==> src/rtl/irq_debounce_pkg.sv <==
package irq_debounce_pkg;
  localparam int TERM_W = 10;
  localparam logic [7:0] FLD_MASK  = 8'h73;
  localparam logic [7:0] FLD_RST_M = 8'h02;

  typedef struct packed {
    logic [2:0] sel;
    logic       rst;
    logic       en;
  } dbc_cfg_t;

  typedef enum logic [1:0] {V_NONE, V_CTRL, V_SET, V_CLR} view_e;

  function automatic logic [TERM_W-1:0] sel_ticks(input logic [2:0] code);
    case (code)
      3'd0:    return TERM_W'(1);
      3'd1:    return TERM_W'(2);
      3'd2:    return TERM_W'(32);
      3'd3:    return TERM_W'(64);
      3'd4:    return TERM_W'(128);
      3'd5:    return TERM_W'(256);
      default: return TERM_W'(512);
    endcase
  endfunction
endpackage

==> src/rtl/irq_debounce_prescaler.sv <==
module irq_debounce_prescaler #(
  parameter int PRESCALE = 100
) (
  input  logic clk_i,
  input  logic rst_ni,
  output logic tick_o
);
  localparam int CW = (PRESCALE > 1) ? $clog2(PRESCALE) : 1;
  localparam logic [CW-1:0] LAST = CW'(PRESCALE - 1);

  logic [CW-1:0] cnt_q;

  always_ff @(posedge clk_i or negedge rst_ni) begin
    if (!rst_ni)            cnt_q <= '0;
    else if (cnt_q == LAST) cnt_q <= '0;
    else                    cnt_q <= cnt_q + CW'(1);
  end

  assign tick_o = (cnt_q == LAST);


  tick_spacing_chk: assert property (@(posedge clk_i) disable iff (!rst_ni)
    tick_o |=> ((PRESCALE == 1) || !tick_o));
endmodule

==> src/rtl/irq_debounce_regs.sv <==
module irq_debounce_regs
  import irq_debounce_pkg::*;
#(
  parameter int DB_CNT   = 8,
  parameter int ADDR_W   = 12,
  parameter int CTRL_OFF = 'h500,
  parameter int SET_OFF  = 'h600,
  parameter int CLR_OFF  = 'h700
) (
  input  logic              clk_i,
  input  logic              rst_ni,
  input  logic              reg_we_i,
  input  logic [ADDR_W-1:0] reg_addr_i,
  input  logic [31:0]       reg_wdata_i,
  output logic [31:0]       reg_rdata_o,
  output dbc_cfg_t          cfg_o [DB_CNT]
);
  localparam int NUM_W = (DB_CNT + 3) / 4;
  localparam int SPAN  = 4 * NUM_W;

  function automatic logic hit_f(input logic [ADDR_W-1:0] a, input logic [ADDR_W-1:0] base);
    logic [ADDR_W-1:0] r;
    r = a - base;
    return (a >= base) && (r < ADDR_W'(SPAN)) && (r[1:0] == 2'b00);
  endfunction

  view_e             view;
  logic [ADDR_W-3:0] widx;
  logic [ADDR_W-1:0] rel_c, rel_s, rel_k;
  logic [DB_CNT*8-1:0] fld_all;

  always_comb begin
    rel_c = reg_addr_i - ADDR_W'(CTRL_OFF);
    rel_s = reg_addr_i - ADDR_W'(SET_OFF);
    rel_k = reg_addr_i - ADDR_W'(CLR_OFF);
    view  = V_NONE;
    widx  = '0;
    if (hit_f(reg_addr_i, ADDR_W'(CTRL_OFF))) begin
      view = V_CTRL; widx = rel_c[ADDR_W-1:2];
    end else if (hit_f(reg_addr_i, ADDR_W'(SET_OFF))) begin
      view = V_SET;  widx = rel_s[ADDR_W-1:2];
    end else if (hit_f(reg_addr_i, ADDR_W'(CLR_OFF))) begin
      view = V_CLR;  widx = rel_k[ADDR_W-1:2];
    end
  end

  for (genvar i = 0; i < DB_CNT; i++) begin : g_fld
    localparam int WI = i / 4;
    localparam int SH = 8 * (i % 4);
    logic [7:0] fld_q, wb, base, nxt;

    always_comb begin
      wb   = reg_wdata_i[SH +: 8] & FLD_MASK;
      base = fld_q & ~FLD_RST_M;   // restart bit self-clears
      nxt  = base;
      if (reg_we_i && (widx == (ADDR_W-2)'(WI))) begin
        case (view)
          V_CTRL:  nxt = wb;
          V_SET:   nxt = base | wb;
          V_CLR:   nxt = base & ~wb;
          default: nxt = base;
        endcase
      end
    end

    always_ff @(posedge clk_i or negedge rst_ni) begin
      if (!rst_ni) fld_q <= '0;
      else         fld_q <= nxt;
    end

    assign fld_all[8*i +: 8] = fld_q;
    assign cfg_o[i] = '{sel: fld_q[6:4], rst: fld_q[1], en: fld_q[0]};


    rst_self_clear_chk: assert property (@(posedge clk_i) disable iff (!rst_ni)
      (fld_q[1] && !reg_we_i) |=> !fld_q[1]);

    rsvd_zero_chk: assert property (@(posedge clk_i) disable iff (!rst_ni)
      (fld_q & ~FLD_MASK) == 8'h00);
  end

  always_comb begin
    reg_rdata_o = '0;
    if (view != V_NONE) begin
      for (int j = 0; j < DB_CNT; j++) begin
        if (widx == (ADDR_W-2)'(j / 4)) reg_rdata_o[8*(j%4) +: 8] = fld_all[8*j +: 8];
      end
    end
  end
endmodule

==> src/rtl/irq_debounce_chan.sv <==
module irq_debounce_chan
  import irq_debounce_pkg::*;
(
  input  logic       clk_i,
  input  logic       rst_ni,
  input  logic       tick_i,
  input  logic       in_i,
  input  logic       flt_en_i,
  input  logic [2:0] sel_i,
  input  logic       cnt_rst_i,
  output logic       out_o
);
  logic [1:0]        sync_q;
  logic              lvl;
  logic              out_q;
  logic [TERM_W-1:0] cnt_q;
  logic [TERM_W-1:0] term;

  assign lvl  = sync_q[1];
  assign term = sel_ticks(sel_i);

  always_ff @(posedge clk_i or negedge rst_ni) begin
    if (!rst_ni) sync_q <= '0;
    else         sync_q <= {sync_q[0], in_i};
  end

  always_ff @(posedge clk_i or negedge rst_ni) begin
    if (!rst_ni) begin
      out_q <= 1'b0;
      cnt_q <= '0;
    end else if (!flt_en_i) begin
      out_q <= lvl;
      cnt_q <= '0;
    end else if (cnt_rst_i || (lvl == out_q)) begin
      cnt_q <= '0;
    end else if (tick_i) begin
      if ({1'b0, cnt_q} + 1'b1 >= {1'b0, term}) begin
        out_q <= lvl;
        cnt_q <= '0;
      end else begin
        cnt_q <= cnt_q + 1'b1;
      end
    end
  end

  assign out_o = out_q;


  eq_clears_chk: assert property (@(posedge clk_i) disable iff (!rst_ni)
    (flt_en_i && (lvl == out_q)) |=> (cnt_q == '0));

  moves_on_tick_chk: assert property (@(posedge clk_i) disable iff (!rst_ni)
    (flt_en_i && !tick_i) |=> $stable(out_q));

  cnt_restart_chk: assert property (@(posedge clk_i) disable iff (!rst_ni)
    cnt_rst_i |=> (cnt_q == '0));

  bypass_follow_chk: assert property (@(posedge clk_i) disable iff (!rst_ni)
    !flt_en_i |=> (out_q == $past(lvl)));
endmodule

==> src/rtl/irq_debounce.sv <==
module irq_debounce
  import irq_debounce_pkg::*;
#(
  parameter int NUM_IN   = 12,
  parameter int DB_CNT   = 8,
  parameter int PRESCALE = 100,
  parameter int ADDR_W   = 12
) (
  input  logic              clk_i,
  input  logic              rst_ni,
  input  logic              reg_we_i,
  input  logic [ADDR_W-1:0] reg_addr_i,
  input  logic [31:0]       reg_wdata_i,
  output logic [31:0]       reg_rdata_o,
  input  logic [NUM_IN-1:0] irq_in_i,
  input  logic [NUM_IN-1:0] level_mode_i,
  output logic [NUM_IN-1:0] irq_flt_o
);
  logic     tick;
  dbc_cfg_t cfg [DB_CNT];

  irq_debounce_prescaler #(.PRESCALE(PRESCALE)) u_presc (
    .clk_i (clk_i),
    .rst_ni(rst_ni),
    .tick_o(tick)
  );

  irq_debounce_regs #(.DB_CNT(DB_CNT), .ADDR_W(ADDR_W)) u_regs (
    .clk_i      (clk_i),
    .rst_ni     (rst_ni),
    .reg_we_i   (reg_we_i),
    .reg_addr_i (reg_addr_i),
    .reg_wdata_i(reg_wdata_i),
    .reg_rdata_o(reg_rdata_o),
    .cfg_o      (cfg)
  );

  for (genvar i = 0; i < NUM_IN; i++) begin : g_ch
    logic       f_en, f_rst;
    logic [2:0] f_sel;
    if (i < DB_CNT) begin : g_flt
      assign f_en  = cfg[i].en & level_mode_i[i];
      assign f_sel = cfg[i].sel;
      assign f_rst = cfg[i].rst;
    end else begin : g_raw
      assign f_en  = 1'b0;
      assign f_sel = 3'd0;
      assign f_rst = 1'b0;
    end

    irq_debounce_chan u_chan (
      .clk_i    (clk_i),
      .rst_ni   (rst_ni),
      .tick_i   (tick),
      .in_i     (irq_in_i[i]),
      .flt_en_i (f_en),
      .sel_i    (f_sel),
      .cnt_rst_i(f_rst),
      .out_o    (irq_flt_o[i])
    );
  end
endmodule

==> config.mk <==
export PLATFORM = sky130hd
export DESIGN_NAME = irq_debounce
export DESIGN_NICKNAME = d
export VERILOG_FILES = /design/src/rtl/irq_debounce_pkg.sv /design/src/rtl/irq_debounce_prescaler.sv /design/src/rtl/irq_debounce_regs.sv /design/src/rtl/irq_debounce_chan.sv /design/src/rtl/irq_debounce.sv
export SDC_FILE = /design/constraint.sdc
export NUM_CORES = 1
export LEC_CHECK = 0
export ABC_CLOCK_PERIOD_IN_PS = 8600
export CAP_MARGIN = 10
export CORE_ASPECT_RATIO = 0.5
export CORE_UTILIZATION = 53
export CTS_CLUSTER_DIAMETER = 50
export CTS_CLUSTER_SIZE = 10
export DETAILED_ROUTE_END_ITERATION = 7
export GPL_TIMING_DRIVEN = 0
export PLACE_DENSITY = 0.78
export SYNTH_ARGS = -nofsm -noshare
export SYNTH_HDL_FRONTEND = slang
export SYNTH_SLANG_ARGS = --single-unit
==> constraint.sdc <==
create_clock -name clk_i -period 8.6 [get_ports clk_i]
set_clock_uncertainty 0.1 [all_clocks]
set_input_delay 1.72 -clock clk_i [delete_from_list [all_inputs] [get_ports clk_i]]
set_output_delay 1.72 -clock clk_i [all_outputs]
set_load 0.02 [all_outputs]
==> results of run 1 <==
-- cell usage in the layout (no fill, tap or decap), types with 35 or more instances in the layout --
| master | count |
|---|---|
| nand2_1 | 146 |
| clkdlybuf4s50_1 | 84 |
| dfrtp_1 | 163 |
| nor2_1 | 71 |
| nand3_1 | 53 |
| and3_1 | 37 |
| ha_1 | 71 |
| clkbuf_1 | 43 |
| nor2b_1 | 35 |
-- area by class of cell --
cell class,instances,share of cell area (%)
Buffer,75,3.17
Inverter,26,0.789
Multi-Input combinational cell,885,48.4
Timing Repair Buffer,87,7.18
Clock buffer,19,3.66
Clock inverter,13,1.21
Sequential cell,163,33.0
Tap cell,259,2.62
-- logic make-up (layout without fill, tap and decap cells) --
kind of cell    after synthesis  in the layout  synth area share, %
xor+xnor                     52             52                 4.33
mux                          30             30                 2.96
simple gates                461            461                 22.5
flops                       163            163                 38.8
fa+ha+maj                    71             71                 8.45
other cells                   1             12               0.0357
compound gates              259            259                 18.3
buf+inv                     101            220                 4.66
-- through the flow --
step | utilization [%] | std cells | TNS, ns
final | 65.4 | 1527 | 0
after global routing | 65.4 | 1527 | 0
after CTS | 65.4 | 1526 | 0
after detailed placement | 62.2 | 1494 | 0
after global placement | 62.0 | 1493 | -129.12
after floorplan | - | 1149 | 0
-- routing by layer --
layer / vias up / GRT usage [%] / wire length (µm)
li1: 4372 / - / -
met1: 4428 / 35.2 / 11900
met2: 332 / 43.6 / 12100
met3: 69 / 5.76 / 1780
met4: 0 / 11.5 / 762
met5: - / 0 / 0
-- sequential cells by signal (all words and copies together), names as in the netlist --
name,cells
g_ch.u_chan.sync_q,24
g_ch.u_chan.out_o,12
u_presc.cnt_q,7
u_regs.g_fld.fld_q,40
g_ch.u_chan.cnt_q,80
-- report_power, final --
group | leakage [nW] | internal (W) | switching [W]
sequential | 2.18 | 0.000775 | 0.00000486
combinational | 3.13 | 0.0000490 | 0.0000650
clock | 0.291 | 0.000447 | 0.000341
-- how the worst max path moves through the flow --
| stage | to | cells past startpoint | slack (ns) |
|---|---|---|---|
| 5_1_grt | reg_rdata_o[24] | 11 | 1.41 |
| 3_5_place_dp | reg_rdata_o[24] | 11 | 1.61 |
| 2_1_floorplan | reg_rdata_o[0] | 9 | 3.01 |
| 4_1_cts | reg_rdata_o[21] | 11 | 1.59 |
| 6_report | reg_rdata_o[24] | 11 | 1.53 |
| 3_3_place_gp | g_ch[7].u_chan.cnt_q[3] | 1 | -0.81 |
-- critical path, stage by stage --
cell and delay (ns):
clkdlybuf4s50_1 0.60, inv_1 0.12, ha_1 0.32, and4b_1 0.24, a21oi_4 0.30, or4b_1 0.49, clkbuf_1 0.19, a31o_1 0.28
buf_6 0.16, nor2_1 0.20, clkdlybuf4s50_1 0.64
==> impl_metrics.yaml, run 1 <==
run_status:
  outcome: "complete, no violations"
final_layout:
  antenna_cells: 0
  finalInstanceArea_um2: 12400
  areaGrowthSynthToFinish_pct: 17.7
  multi_input_area_um2: 5990
  register_area_um2: 4080
  num-nets-final: 1397
  n_fill_cell: 1556
  drive_above_1_share_pct: 9.62
setup_path:
  critPathLaunch: "reg_addr_i[9]"
  crit_fanout: 10
  worstReg2RegStart: "u_presc.cnt_q[0]"
  arrival_ns: 5.25
  crit_path_start_kind: "input pin"
  end_kind: "primary output"
  ff2ff_path_depth: 8
  crit_type: "in -> out"
  rrSetupSlack_ns: 5.20
  cp.required_ns: 6.78
  worstReg2RegEnd: "g_ch[3].u_chan.cnt_q[8]"
cts:
  clk_pin_slew_ns: 0.06
  clock_path_buffers: 2
  ctsRootBufferMaster: "clkbuf_16"
  ctsHoldBuffers: 0
  htree_levels: 4
  clkLatencyLatePin_ns: 0.45
  numClockSinks: 163
  cts_setup_buffers: 0
  cts_tree: "yes"
  cts_resized: 0
  numCtsBuffers: 17
hold_path:
  whs_path_depth: 0
  worstHoldStart: "g_ch[1].u_chan.sync_q[0]"
  hold_path.class: "reg -> reg"
  hold_end: "g_ch[1].u_chan.sync_q[1]"
run:
  drv_cap: 0
die:
  die_area_um2: 20400
  pin_count: 115
  die_w_um: 201
  die_h_um: 102
  core-area_um2: 18900
  num_rows: 35
  initial_core_util_pct: 55.6
logic_synthesis:
  synth_common_cells: "163 x dfrtp_1, 146 x nand2_1, 71 x ha_1, 71 x nor2_1, 53 x nand3_1"
  syn-instance-count: 1138
  synth_area_leaders: "dfrtp_1 39%, ha_1 8.4%, nand2_1 5.2%"
  synth-edff-count: 0
  synth.distinct_cells: 60
  yosysTopAreaCellShare_pct: 38.8
  seq_area_frac_synth_pct: 38.8
  synth.cell_area_um2: 10500
  async_reset_ff_share_pct: 100
  ys_seq_elements: 163
  synth_area_per_cell_um2: 9.24
  synth_most_common_cell: "dfrtp_1"
  synth_top_area_cell: "dfrtp_1"
  synth_warnings: 0
  synthFlopType: "dfrtp_1"
global_route:
  track_usage_pct: 26.9
  grt_pass1_wl_um: 43400
  antenna_found_initial: 0
  grt_max_degree: 85
  gr-total-overflow: 0
  grt_pass1_vias: 8829
pwr:
  peakVddDrop_v: 0.000127
  p_total_w: 0.00168
  leakagePower_nw: 5.60
  power_density_nw_per_um2: 136
placed_design:
  dpl.hpwl_um: 19400
  gp_congestion: 0.932
  post_dp_cell_area_um2: 11800
  pre_cts_ws_ns: 1.61
  portBuffers: 85
sta:
  fin_ws_ns: 1.53
  fmax_mhz: 141
  setup-violations-final: 0
  hold_viol: 0
  timing.hold.ws_ns: 0.248
  max_slew.worst_pin.slew_ns: 1.09
  relSlewSlack_pct: 27.0
  period_needed_ns: 7.07
  report.final.slew_viol_count: 0
  period_share_pct: 82.3
  rsz0062_at_grt: "no"
drt:
  detail_route.vias_per_cell: 6.03
  drt_iter0_drc: 557
  wl_per_cell_um: 17.4
  dr.pass1.iters: 8
  routed_wl_um: 26600
  drc_errors: 0
  detail-route-antenna-nets: 0
  vias: 9201
Note: power is estimated with default switching activity, not from simulation.
==> inputs of run 2 (changes only) <==
- ABC_CLOCK_PERIOD_IN_PS: 8600 -> 6400
- CORE_UTILIZATION: 53 -> 52
- PLACE_DENSITY: 0.78 -> 0.79
- clock period: 8.6 -> 6.4 ns (I/O delays scaled with it)
==> run 2 against run 1 <==
  * Die area grew 1.9%
  * Cell area is 0.21% higher
  * Register-to-register slack worse by 2.3 ns
  * Sequential share of layout area fell by 0.070 points
  * Power grew 38%
  * Sequential power grew 35%
  * Final cell count is 0.13% higher
  * Worst setup slack worse by 1.3 ns
  * Sequential cell count did not move
  * Clock power grew 42%
  * Core utilization down 2.3 points
  * Non-clock buffer count decreased by 1
  * Critical endpoint is now reg_rdata_o[30]
  * Largest cell class unchanged
==> impl_metrics.yaml, run 2 (synthesis gave the netlist of run 1 again) <==
global_route:
  grt_pass1_wl_um: 43700
  antenna_found_initial: 0
  track_usage_pct: 26.6
  gr-total-overflow: 0
  grt_max_degree: 92
  grt_pass1_vias: 8911
run:
  drv_cap: 0
sta:
  hold_viol: 0
  fmax_mhz: 162
  rsz0062_at_grt: "no"
  max_slew.worst_pin.slew_ns: 1.10
  report.final.slew_viol_count: 0
  timing.hold.ws_ns: 0.250
  fin_ws_ns: 0.223
  period_share_pct: 96.5
  setup-violations-final: 0
  period_needed_ns: 6.18
  relSlewSlack_pct: 25.8
cts:
  cts_tree: "yes"
  clk_pin_slew_ns: 0.06
  ctsHoldBuffers: 0
  numClockSinks: 163
  cts_setup_buffers: 0
  clkLatencyLatePin_ns: 0.44
  htree_levels: 4
  ctsRootBufferMaster: "clkbuf_16"
  numCtsBuffers: 17
  clock_path_buffers: 2
  cts_resized: 0
setup_path:
  crit_path_start_kind: "input pin"
  slowest_stage: "clkdlybuf4s50_1"
  crit_type: "in -> out"
  rrSetupSlack_ns: 2.93
  worstReg2RegEnd: "g_ch[7].u_chan.cnt_q[0]"
  critPathLaunch: "reg_addr_i[9]"
  critPathMaxStageDelay_ns: 0.65
  critPathTopFamily: "buffers and inverters"
  crit_fanout: 10
  cp.required_ns: 5.02
  arrival_ns: 4.80
  ff2ff_path_depth: 10
  end_kind: "primary output"
  worstReg2RegStart: "g_ch[7].u_chan.cnt_q[2]"
  cp_common_cell: "clkdlybuf4s50_1"
  worst-path-buf-inv: 5
  crit_chain: "clkdlybuf4s50_1 -> inv_1 -> ha_1 -> and4b_1 -> a21oi_4 -> or4b_1 -> clkbuf_1 -> a31o_1 -> buf_6 -> nor2_1 -> clkdlybuf4s50_1"
hold_path:
  worstHoldStart: "g_ch[1].u_chan.sync_q[0]"
  hold_path.class: "reg -> reg"
  hold_end: "g_ch[1].u_chan.sync_q[1]"
  whs_path_depth: 0
run_status:
  outcome: "complete, no violations"
drt:
  drt_iter0_drc: 686
  dr.pass1.iters: 5
  routed_wl_um: 27000
  vias: 9275
  wl_per_cell_um: 17.7
  drc_errors: 0
  detail-route-antenna-nets: 0
  detail_route.vias_per_cell: 6.07
placed_design:
  dpl.hpwl_um: 19500
  gp_congestion: 0.938
  post_dp_cell_area_um2: 11800
  pre_cts_ws_ns: 0.299
  portBuffers: 85
die:
  pin_count: 115
  core-area_um2: 19600
  die_h_um: 103
  num_rows: 36
  die_area_um2: 20800
  initial_core_util_pct: 53.6
  die_w_um: 203
final_layout:
  areaGrowthSynthToFinish_pct: 17.9
  finalInstanceArea_um2: 12400
  largest_reg_flops: 80
  final_common_cell: "dfrtp_1"
  register_area_um2: 4080
  num-nets-final: 1396
  drive_above_1_share_pct: 9.18
  final_cell_mix: "163 x dfrtp_1, 146 x nand2_1, 84 x clkdlybuf4s50_1"
  reg_top3: "g_ch.u_chan.cnt_q x80, u_regs.g_fld.fld_q x40, g_ch.u_chan.sync_q x24"
  multi_input_area_um2: 5990
  n_fill_cell: 1643
  top_register: "g_ch.u_chan.cnt_q"
  final_util_pct: 63.1
  antenna_cells: 0
pwr:
  leakagePower_nw: 5.60
  power_density_nw_per_um2: 187
  peakVddDrop_v: 0.000172
[run 2: routing by layer]
metal / track usage [%] / wire length, µm
met5: 0 / 0
met4: 9.66 / 599
met1: 34.5 / 11900
met3: 5.34 / 1630
met2: 45.0 / 12900
[run 2: worst register-to-register path, delay by kind of cell (launching register included)]
kind,cells,cell delay (ns)
flops,1,0.41
fa+ha+maj,1,0.30
simple gates,5,1.58
compound gates,2,0.43
xor+xnor,1,0.28
mux,1,0.30
[run 2: worst max path at each step]
stage                                          to  slack, ns  depth (start not counted)
after floorplan                    reg_rdata_o[0]       1.69                          9
after global placement    g_ch[1].u_chan.cnt_q[5]      -2.67                          1
after detailed placement          reg_rdata_o[30]       0.30                         11
after CTS                         reg_rdata_o[30]       0.29                         11
after global routing              reg_rdata_o[29]       0.09                         11
final                             reg_rdata_o[30]       0.22                         11
[run 2: layout make-up]
type | count | area share, %
tap | 266 | 2.68
clock inverter | 9 | 1.47
buffer | 75 | 3.17
clock buffer | 19 | 3.57
inverter | 26 | 0.787
timing repair buffer | 86 | 7.12
sequential | 163 | 32.9
multi-input combinational | 885 | 48.3
[run 2: stage by stage]
stage               setup TNS (ns)  cells  total power, W
detailed placement               0   1501         0.00122
global route                     0   1529         0.00239
floorplan                        0   1149         0.00114
CTS                              0   1529         0.00233
finish                           0   1529         0.00232
global placement           -433.16   1500         0.00122
[run 2: where the power goes]
part	total (W)	leakage, nW	internal, W	switching, W
Combinational	0.000154	3.12	0.0000658	0.0000883
Clock	0.00112	0.297	0.000694	0.000421
Sequential	0.00105	2.18	0.00104	0.00000651
